==> src/rtl/ssr_pkg.sv <==
package ssr_pkg;

  // Saved and live status: bit 1 mode, bit 0 carry
  typedef struct packed {
    logic mode;
    logic carry;
  } stat_t;

  localparam int STAT_BITS = 2;

  typedef enum logic [1:0] {
    STK_NONE = 2'd0,
    STK_CALL = 2'd1,
    STK_LOAD = 2'd2,
    STK_DROP = 2'd3
  } stk_act_e;

  // Carry-in seen by the adder: carry when enabled, else the neutral value
  function automatic logic gated_cin(input logic sub, input stat_t st);
    return st.mode ? st.carry : sub;
  endfunction

endpackage

==> src/rtl/ssr_addsub.sv <==
module ssr_addsub
  import ssr_pkg::*;
#(
  parameter int W = 16
) (
  input  logic         clk,
  input  logic         rst_n,
  input  logic         op_valid,
  input  logic         op_sub,
  input  logic [W-1:0] op_a,
  input  logic [W-1:0] op_b,
  input  stat_t        st,
  output logic         cout_nx,
  output logic [W-1:0] res_q,
  output logic         res_valid_q
);

  localparam int SW = W + 1;

  function automatic logic [SW-1:0] addsub(input logic [W-1:0] a,
                                           input logic [W-1:0] b,
                                           input logic         sub,
                                           input logic         cin);
    logic [W-1:0] bx;
    bx = sub ? ~b : b;
    return {1'b0, a} + {1'b0, bx} + {{W{1'b0}}, cin};
  endfunction

  logic          cin_w;
  logic [SW-1:0] sum_w;

  assign cin_w   = gated_cin(op_sub, st);
  assign sum_w   = addsub(op_a, op_b, op_sub, cin_w);
  assign cout_nx = sum_w[W];

  always_ff @(posedge clk) begin
    if (!rst_n) begin
      res_q       <= '0;
      res_valid_q <= 1'b0;
    end else begin
      res_valid_q <= op_valid;
      if (op_valid) res_q <= sum_w[W-1:0];
    end
  end

  AST_ADD_NEUTRAL_CIN: assert property (@(posedge clk) disable iff (!rst_n)
    (op_valid && !op_sub && !st.mode && op_b == '0) |=> res_q == $past(op_a));
  AST_SUB_NEUTRAL_CIN: assert property (@(posedge clk) disable iff (!rst_n)
    (op_valid && op_sub && !st.mode && op_b == '0) |=> res_q == $past(op_a));
  AST_RES_PULSE: assert property (@(posedge clk) disable iff (!rst_n)
    op_valid |=> res_valid_q);

endmodule

==> src/rtl/ssr_stack.sv <==
module ssr_stack
  import ssr_pkg::*;
#(
  parameter int DEPTH = 8
) (
  input  logic  clk,
  input  logic  rst_n,
  input  logic  push,
  input  logic  pop,
  input  stat_t push_data,
  output stat_t top_data,
  output logic  full,
  output logic  empty
);

  localparam int CW = $clog2(DEPTH + 1);
  localparam int IW = (DEPTH > 1) ? $clog2(DEPTH) : 1;

  logic [CW-1:0] cnt_q;
  stat_t         mem_q [DEPTH];
  logic [IW-1:0] wr_idx;
  logic [IW-1:0] top_idx;

  assign full    = (cnt_q == CW'(DEPTH));
  assign empty   = (cnt_q == '0);
  assign wr_idx  = IW'(cnt_q);
  assign top_idx = IW'(cnt_q - CW'(1));
  assign top_data = empty ? stat_t'('0) : mem_q[top_idx];

  for (genvar gi = 0; gi < DEPTH; gi++) begin : g_entry
    logic we;
    assign we = push && !full && (wr_idx == IW'(gi));
    always_ff @(posedge clk) begin
      if (!rst_n)  mem_q[gi] <= '0;
      else if (we) mem_q[gi] <= push_data;
    end
  end

  always_ff @(posedge clk) begin
    if (!rst_n)                cnt_q <= '0;
    else if (push && !full)    cnt_q <= cnt_q + CW'(1);
    else if (pop && !empty)    cnt_q <= cnt_q - CW'(1);
  end

  AST_CNT_BOUND: assert property (@(posedge clk) disable iff (!rst_n)
    cnt_q <= CW'(DEPTH));
  AST_FULL_PUSH_HOLDS: assert property (@(posedge clk) disable iff (!rst_n)
    (push && full) |=> cnt_q == $past(cnt_q));
  AST_EMPTY_POP_HOLDS: assert property (@(posedge clk) disable iff (!rst_n)
    (pop && empty) |=> empty);
  AST_NO_PUSH_POP: assert property (@(posedge clk) disable iff (!rst_n)
    !(push && pop));

endmodule

==> src/rtl/ssr_ctrl.sv <==
module ssr_ctrl
  import ssr_pkg::*;
(
  input  logic  clk,
  input  logic  rst_n,
  input  logic  call,
  input  logic  ret_load,
  input  logic  ret_drop,
  input  logic  mode_set,
  input  logic  mode_clr,
  input  logic  carry_set,
  input  logic  carry_clr,
  input  logic  op_valid,
  input  logic  alu_cout,
  input  logic  stk_full,
  input  logic  stk_empty,
  input  stat_t stk_top,
  output stat_t stat_q,
  output logic  stk_push,
  output logic  stk_pop,
  output logic  ovf_q,
  output logic  unf_q,
  output logic  ev_push,
  output logic  ev_pop_load,
  output logic  ev_pop_drop,
  output logic  ev_ovf,
  output logic  ev_unf
);

  stk_act_e act;
  stat_t    stat_nx;

  always_comb begin
    if (call)          act = STK_CALL;
    else if (ret_load) act = STK_LOAD;
    else if (ret_drop) act = STK_DROP;
    else               act = STK_NONE;
  end

  assign ev_push     = (act == STK_CALL) && !stk_full;
  assign ev_ovf      = (act == STK_CALL) && stk_full;
  assign ev_pop_load = (act == STK_LOAD) && !stk_empty;
  assign ev_pop_drop = (act == STK_DROP) && !stk_empty;
  assign ev_unf      = ((act == STK_LOAD) || (act == STK_DROP)) && stk_empty;

  assign stk_push = ev_push;
  assign stk_pop  = ev_pop_load || ev_pop_drop;

  always_comb begin
    stat_nx = stat_q;
    if (act != STK_NONE) begin
      if (ev_push)     stat_nx.mode = 1'b0;
      if (ev_pop_load) stat_nx = stk_top;
    end else begin
      if (mode_set)       stat_nx.mode = 1'b1;
      else if (mode_clr)  stat_nx.mode = 1'b0;
      if (carry_set)      stat_nx.carry = 1'b1;
      else if (carry_clr) stat_nx.carry = 1'b0;
      else if (op_valid)  stat_nx.carry = alu_cout;
    end
  end

  always_ff @(posedge clk) begin
    if (!rst_n) begin
      stat_q <= '0;
      ovf_q  <= 1'b0;
      unf_q  <= 1'b0;
    end else begin
      stat_q <= stat_nx;
      if (ev_ovf) ovf_q <= 1'b1;
      if (ev_unf) unf_q <= 1'b1;
    end
  end

  AST_CALL_CLEARS_MODE: assert property (@(posedge clk) disable iff (!rst_n)
    ev_push |=> !stat_q.mode);
  AST_CALL_KEEPS_CARRY: assert property (@(posedge clk) disable iff (!rst_n)
    ev_push |=> stat_q.carry == $past(stat_q.carry));
  AST_RET_LOADS: assert property (@(posedge clk) disable iff (!rst_n)
    ev_pop_load |=> stat_q == $past(stk_top));
  AST_RET_DROPS: assert property (@(posedge clk) disable iff (!rst_n)
    ev_pop_drop |=> stat_q == $past(stat_q));
  AST_OVF_STICKY: assert property (@(posedge clk) disable iff (!rst_n)
    ovf_q |=> ovf_q);
  AST_OVF_FREEZE: assert property (@(posedge clk) disable iff (!rst_n)
    ev_ovf |=> stat_q == $past(stat_q));
  AST_UNF_STICKY: assert property (@(posedge clk) disable iff (!rst_n)
    unf_q |=> unf_q);
  AST_UNF_FREEZE: assert property (@(posedge clk) disable iff (!rst_n)
    ev_unf |=> stat_q == $past(stat_q));
  AST_CALL_BEATS_SET: assert property (@(posedge clk) disable iff (!rst_n)
    (call && mode_set && !stk_full) |=> !stat_q.mode);
  AST_SET_BEATS_CLR: assert property (@(posedge clk) disable iff (!rst_n)
    (!call && !ret_load && !ret_drop && carry_set) |=> stat_q.carry);

endmodule

==> src/rtl/scoped_status_reg.sv <==
module scoped_status_reg
  import ssr_pkg::*;
#(
  parameter int W        = 16,
  parameter int DEPTH    = 8,
  parameter int STATUS_W = 8
) (
  input  logic                clk,
  input  logic                rst_n,
  input  logic                call_i,
  input  logic                ret_load_i,
  input  logic                ret_drop_i,
  input  logic                mode_set_i,
  input  logic                mode_clr_i,
  input  logic                carry_set_i,
  input  logic                carry_clr_i,
  input  logic                op_valid_i,
  input  logic                op_sub_i,
  input  logic [W-1:0]        op_a_i,
  input  logic [W-1:0]        op_b_i,
  output logic [STATUS_W-1:0] status_o,
  output logic [W-1:0]        res_o,
  output logic                res_valid_o,
  output logic                stk_ovf_o,
  output logic                stk_unf_o
);

  localparam int RSV_W = STATUS_W - STAT_BITS;

  stat_t stat_w;
  stat_t stk_top_w;
  logic  stk_full_w, stk_empty_w, stk_push_w, stk_pop_w;
  logic  alu_cout_w;
  logic  ev_push, ev_pop_load, ev_pop_drop, ev_ovf, ev_unf;

  ssr_ctrl u_ctrl (
    .clk        (clk),
    .rst_n      (rst_n),
    .call       (call_i),
    .ret_load   (ret_load_i),
    .ret_drop   (ret_drop_i),
    .mode_set   (mode_set_i),
    .mode_clr   (mode_clr_i),
    .carry_set  (carry_set_i),
    .carry_clr  (carry_clr_i),
    .op_valid   (op_valid_i),
    .alu_cout   (alu_cout_w),
    .stk_full   (stk_full_w),
    .stk_empty  (stk_empty_w),
    .stk_top    (stk_top_w),
    .stat_q     (stat_w),
    .stk_push   (stk_push_w),
    .stk_pop    (stk_pop_w),
    .ovf_q      (stk_ovf_o),
    .unf_q      (stk_unf_o),
    .ev_push    (ev_push),
    .ev_pop_load(ev_pop_load),
    .ev_pop_drop(ev_pop_drop),
    .ev_ovf     (ev_ovf),
    .ev_unf     (ev_unf)
  );

  ssr_stack #(.DEPTH(DEPTH)) u_stk (
    .clk      (clk),
    .rst_n    (rst_n),
    .push     (stk_push_w),
    .pop      (stk_pop_w),
    .push_data(stat_w),
    .top_data (stk_top_w),
    .full     (stk_full_w),
    .empty    (stk_empty_w)
  );

  ssr_addsub #(.W(W)) u_alu (
    .clk        (clk),
    .rst_n      (rst_n),
    .op_valid   (op_valid_i),
    .op_sub     (op_sub_i),
    .op_a       (op_a_i),
    .op_b       (op_b_i),
    .st         (stat_w),
    .cout_nx    (alu_cout_w),
    .res_q      (res_o),
    .res_valid_q(res_valid_o)
  );

  assign status_o = {{RSV_W{1'b0}}, stat_w};

  AST_PUSH_SAVES_WORD: assert property (@(posedge clk) disable iff (!rst_n)
    ev_push |=> stk_top_w == $past(stat_w));
  AST_RESERVED_ZERO: assert property (@(posedge clk) disable iff (!rst_n)
    status_o[STATUS_W-1:STAT_BITS] == '0);
  AST_ONE_STACK_EVENT: assert property (@(posedge clk) disable iff (!rst_n)
    $onehot0({ev_push, ev_pop_load, ev_pop_drop, ev_ovf, ev_unf}));

endmodule

==> config.mk <==
export PLATFORM = sky130hd
export DESIGN_NAME = scoped_status_reg
export DESIGN_NICKNAME = d
export VERILOG_FILES = /design/src/rtl/ssr_pkg.sv /design/src/rtl/ssr_addsub.sv /design/src/rtl/ssr_stack.sv /design/src/rtl/ssr_ctrl.sv /design/src/rtl/scoped_status_reg.sv
export SDC_FILE = /design/constraint.sdc
export NUM_CORES = 1
export LEC_CHECK = 0
export ABC_AREA = 1
export BUFFER_PORTS_ARGS = -buffer_cell sky130_fd_sc_hd__buf_4
export CAP_MARGIN = 20
export CORE_UTILIZATION = 50
export DETAILED_ROUTE_END_ITERATION = 10
export PLACE_DENSITY = 0.75
export SETUP_SLACK_MARGIN = 0.5
export SYNTH_ARGS = -nofsm -noshare
export SYNTH_HDL_FRONTEND = slang
export SYNTH_SLANG_ARGS = --single-unit
==> constraint.sdc <==
create_clock -name clk -period 2.7 [get_ports clk]
set_input_delay 0.135 -clock clk [delete_from_list [all_inputs] [get_ports clk]]
set_output_delay 0.135 -clock clk [all_outputs]
set_load 0.01 [all_outputs]
==> results of run 1 <==
[layer usage]
metal | vias up | GRT usage | routed length [microns]
met3 | 16 | 0.0429 | 527
met5 | - | 0 | 0
li1 | 1616 | - | -
met2 | 124 | 0.374 | 3400
met1 | 1370 | 0.328 | 3560
met4 | 0 | 0.0825 | 123
[cells by family (layout without fill, tap and decap cells)]
group                    count (synthesis)  count (layout)  synth area share
AND/OR/NAND/NOR                        248             248             0.335
buffers and inverters                   93             153             0.119
AO/OA/AOI/OAI                           49              49            0.0839
flip-flops                              41              41             0.306
adder cells (fa/ha/maj)                 24              24            0.0983
XOR/XNOR                                21              21            0.0573
other                                    1               6           0.00117
[worst max-delay path, cell delays in order, from the launching register on]
cell	delay, ps
dfxtp_2	360
clkinv_4	50
nand2_1	60
o21ai_2	70
fa_2	410
fa_2	420
inv_2	60
nand3_1	70
nand3_2	100
nand2_2	60
nand2_2	70
nand2_1	50
nand2_1	70
nand2_2	50
a21oi_2	100
[cell type report]
type,instances,area (sq um)
clock buffers,6,72.6
clock inverters,2,10.0
fillers,558,2210
inverters,77,294
multi-input cells,348,1890
flip-flops and latches,41,982
well taps,75,93.8
repair buffers,68,510
[registers in the layout, summed over array words and instances, names as in the netlist]
register,cells
u_ctrl.ovf_q,1
u_stk.mem_q,16
u_alu.res_q,16
u_alu.res_valid_q,1
u_ctrl.stat_q,2
u_ctrl.unf_q,1
u_stk.cnt_q,4
[cells in the mapped netlist (all sizes together)]
master,number
o21a,1
nand3b,1
fa,2
edfxtp,16
nor2,72
dfxtp,25
nor3,3
o211ai,4
nand3,41
o22ai,2
ha,22
inv,76
or2,1
o21ai,22
buf,12
conb,1
a21oi,18
nand2,124
xor2,17
and2,1
a31oi,2
clkbuf,4
xnor2,4
clkinv,1
nand4,5
[report_power, final]
group | switching [mW] | internal [mW]
Sequential | 0.0408 | 0.706
Clock | 0.214 | 0.179
Combinational | 0.523 | 0.336
Total | 0.777 | 1.22
[what timing repair did]
item                                    in CTS  in global routing
buffers inserted                             0                  3
endpoints found under the setup margin       5                  5
pin swaps                                    0                  5
gates resized for setup                      4                  8
[worst max-delay path by stage]
stage / endpoint / start / slack, ps
2_1_floorplan: u_ctrl.stat_q[0]$_SDFFE_PN0P_ / u_ctrl.stat_q[0]$_SDFFE_PN0P_ / 520
3_3_place_gp: u_ctrl.stat_q[0]$_SDFFE_PN0P_ / u_ctrl.stat_q[0]$_SDFFE_PN0P_ / 450
3_5_place_dp: u_ctrl.stat_q[0]$_SDFFE_PN0P_ / u_ctrl.stat_q[0]$_SDFFE_PN0P_ / 390
4_1_cts: u_ctrl.stat_q[0]$_SDFFE_PN0P_ / u_ctrl.stat_q[0]$_SDFFE_PN0P_ / 520
5_1_grt: u_ctrl.stat_q[0]$_SDFFE_PN0P_ / u_ctrl.stat_q[0]$_SDFFE_PN0P_ / 490
6_report: u_ctrl.stat_q[0]$_SDFFE_PN0P_ / u_ctrl.stat_q[0]$_SDFFE_PN0P_ / 630
[stage by stage]
stage	utilization	hold slack [ps]	cells
2_1_floorplan	-	319	482
3_3_place_gp	0.614	432	606
3_5_place_dp	0.614	429	606
4_1_cts	0.629	110	614
5_1_grt	0.636	122	617
6_report	0.636	114	617
==> metrics.txt, run 1 <==
GRT Residual Overflow=0; post-synthesis sequential area ratio=0.306; Detailed Route WL=7610 microns; Hold Vio Cnt, Final=0; r2r setup slk=around 630 ps; layout cells sized above 1=0.203; routed len/inst=~12 microns; Total Power=about 2 mW; FP Rows=28; die area=slightly below 7000 sq um; Global Route Usage Sum=0.238; largest net degree at the start of global routing=31; mean cell area of the mapped netlist=6.73 sq um; pwr dens=519 nW/um^2; nets=608; first-pass GRT wire length=roughly 12000 microns; Synth Cell Area=between 3000 and 4000 sq um; relative slew slack=0.662; P&R area growth vs syn=20.1%; register bit total from synthesis=about 40; initial antenna violation count=0; Final ANT Viol Nets=0; first-iteration detailed-routing DRC count=160; Die Span Y=between 80 and 90 microns; crit share post-route=0.768; DRC violations left=0; reg2reg start=u_ctrl.stat_q[0]$_SDFFE_PN0P_; crit path time final=between 2000 and 2500 ps; Die W=between 80 and 90 microns; post-DR vias/cell=just over 5; Worst Hold Class=in -> reg; VDD IR max=between 0.0002 and 0.0003 V; Highest Clock Rate=482 MHz; synth top area cells=dfxtp_1 16%, edfxtp_1 15%, nand2_1 14%; starting density of the core=0.529; Clock Latency Late Sink=290 ps; worst-path fanout max=3; Max Slew Vio Count=0; CORE AREA=6060 sq um; Syn. warnings=0; leakage=~2 nW; routed via count=roughly 3100; Sink Count=41; RSZ-0062 raised after global routing=no; design area=a little under 4000 sq um; Ports=70; synthesized instance count=approximately 480; CP arrival=roughly 2300 ps; placed standard-cell area=around 3700 sq um; Required @ worst endpoint=around 3000 ps; startpoint types=flop; min-delay src=carry_clr_i; RR Endpoint=u_ctrl.stat_q[0]$_SDFFE_PN0P_; gpl congestion=~0.86; worst-margin pin slew=around 500 ps; CTS tree=built; Detailed Routing Iterations Pass 1=5; number of max-cap violations=0; commonest non-fill, non-tap cells in the layout=113 x nand2_1, 69 x inv_1, 69 x nor2_1; most common cell after layout, fill and taps aside=nand2_1; critical setup path kind=reg -> reg; cell depth of the worst flop-to-flop path=14; Synth area leader=dfxtp_1; final setup margin=626 ps; CTS Hold Buffers Added=0; final setup TNS=0 ps; WHS Endpoint=u_ctrl.stat_q[0]$_SDFFE_PN0P_; Yosys cell types=36; number of global-route vias before repair=roughly 2700; Max clock buf depth=2; share of the synthesized area in the top cell type=0.156; # diodes=0; Setup WS pre-CTS=a little under 400 ps; Setup Skew=~8 ps; Final setup viols=0; clk root buf=clkbuf_8; I/O Buffers=between 60 and 70; dpl hpwl=roughly 6000 microns; hold depth=4; Setup crit end kind=flop; CTS Buf Count=5; status=completed; H-tree levels=2; clock slew at the register clock pins of the worst setup and hold paths=80 ps
Power figures use the tool's default switching activity.
==> run 2, diff against run 1 <==
==> constraint.sdc (replaced) <==
create_clock -name clk -period 2 [get_ports clk]
set_input_delay 0.1 -clock clk [delete_from_list [all_inputs] [get_ports clk]]
set_output_delay 0.1 -clock clk [all_outputs]
set_load 0.01 [all_outputs]
==> run 2 against run 1 <==
Against the previous run: sequential power up 37%; critical path type unchanged; routed wire length up 2.3%; design area up 6.7%; flip-flop and latch count unchanged; die area unchanged; core utilization up 4.2 points; cell count up 1.5%; worst setup slack worse by 590 ps; maximum frequency up 5.7%; clock power up 96%.
==> metrics.txt, run 2 (same netlist as run 1, synthesis figures left out) <==
Die Span Y=just over 80 microns; most common cell after layout, fill and taps aside=nand2_1; crit path time final=about 2000 ps; RSZ-0062 raised after global routing=yes; Max clock buf depth=2; pwr dens=749 nW/um^2; H-tree levels=2; CP arrival=~2200 ps; Ports=70; design area=roughly 4100 sq um; commonest non-fill, non-tap cells in the layout=106 x nand2_1, 76 x buf_4, 69 x nor2_1; dpl cells=around 610; CTS Hold Buffers Added=0; clk root buf=clkbuf_8; Worst Hold Class=in -> reg; first-iteration detailed-routing DRC count=162; worst-path fanout max=3; clock slew at the register clock pins of the worst setup and hold paths=80 ps; I/O Buffers=63; CTS tree=built; Hold Vio Cnt, Final=0; number of global-route vias before repair=2806; initial antenna violation count=0; Detailed Routing Iterations Pass 1=4; Highest Clock Rate=between 500 and 600 MHz; top flop regs=u_alu.res_q: 16 flops, u_stk.mem_q: 16 flops, u_stk.cnt_q: 4 flops; # diodes=0; VDD IR max=0.000661 V; layout cells sized above 1=0.258; first-pass GRT wire length=roughly 12000 microns; Global Route Usage Sum=0.247; Hold Slack=~71 ps; P&R area growth vs syn=28.1%; die area=approximately 6700 sq um; post-DR vias/cell=about 5.0; FP Rows=28; critical setup path kind=reg -> reg; leakage=~2.1 nW; startpoint types=flop; DRC violations left=0; routed len/inst=around 12 microns; Required @ worst endpoint=2230 ps; nets=617; Max Slew Vio Count=0; Detailed Route WL=between 7000 and 8000 microns; CORE AREA=6060 sq um; Final ANT Viol Nets=0; Clock Latency Late Sink=approximately 300 ps; dpl hpwl=a little under 6000 microns; Final setup viols=0; placed standard-cell area=3790 sq um; CTS Buf Count=5; starting density of the core=0.529; GRT Residual Overflow=0; Setup crit end kind=flop; routed via count=approximately 3100; Sink Count=41; crit share post-route=0.981; Die W=between 80 and 90 microns; status=completed; Total Power=just over 3 mW; final std cells w/o fill=626; number of max-cap violations=0; gpl congestion=between 0.8 and 0.9; largest net degree at the start of global routing=31; Setup Skew=just under 7 ps
[run 2: cell types whose count changed in the layout (fill, tap and decap cells not counted), sizes merged]
cell / before / now
clkinv: 3 / 1
buf: 68 / 77
bufinv: 0 / 1
clkinvlp: 0 / 1
[run 2: path summary, 6_finish.rpt]
path                                 startpoint                       endpoint  slack [ps]  depth (start not counted)
setup / recovery  u_ctrl.stat_q[1]$_SDFFE_PN0P_  u_ctrl.stat_q[0]$_SDFFE_PN0P_          40                         12
hold / removal                      carry_clr_i  u_ctrl.stat_q[0]$_SDFFE_PN0P_          70                          4
setup reg to reg  u_ctrl.stat_q[1]$_SDFFE_PN0P_  u_ctrl.stat_q[0]$_SDFFE_PN0P_          40                         12
hold reg to reg       u_ctrl.ovf_q$_SDFFE_PN0P_      u_ctrl.ovf_q$_SDFFE_PN0P_         480                          1
[run 2: where the power goes]
group | internal (mW) | leakage, nW | switching, mW
Combinational | 0.533 | 1.70 | 0.753
Sequential | 0.958 | 0.376 | 0.0638
Clock | 0.452 | 0.0669 | 0.317
[run 2: repair_timing]
item	in CTS	in global routing
hold endpoints to repair	0	0
buffers inserted	3	4
cloned	0	0
gates resized for setup	20	18
setup endpoints to repair	48	41
pin swaps	7	10
[run 2: final cells by class]
cell class	count	area, sq um
Fill cell	529	1950
Clock buffer	6	93.8
Inverter	77	303
Clock inverter	2	38.8
Multi-Input combinational cell	348	2010
Sequential cell	41	993
Timing Repair Buffer	77	582
Tap cell	75	93.8
[run 2: metal layers]
metal,part of all wire,GRT usage,vias up
met5,0,0,-
met4,0.0056,0.0632,0
met3,0.064,0.0549,7
met2,0.49,0.426,101
met1,0.44,0.310,1385
li1,-,-,1632
[run 2: worst max-delay path: stages, from the launching register on]
cell and delay, ps:
dfxtp_1 450, o21ai_2 100, fa_2 350, fa_2 350, inv_2 80, nand3_2 60, nand3_2 90, nand2_2 60
nand2_2 60, nand2_1 40, nand2_1 60, nand2_1 40, a21oi_1 130
[run 2: through the flow]
step / worst slack, ps / util / setup TNS [ps]
after floorplan: 83.5 / - / 0
after global placement: 94.8 / 0.625 / 0
after detailed placement: 53.4 / 0.625 / 0
after CTS: 63.7 / 0.663 / 0
after global routing: -101 / 0.678 / -299
final: 37.8 / 0.678 / 0
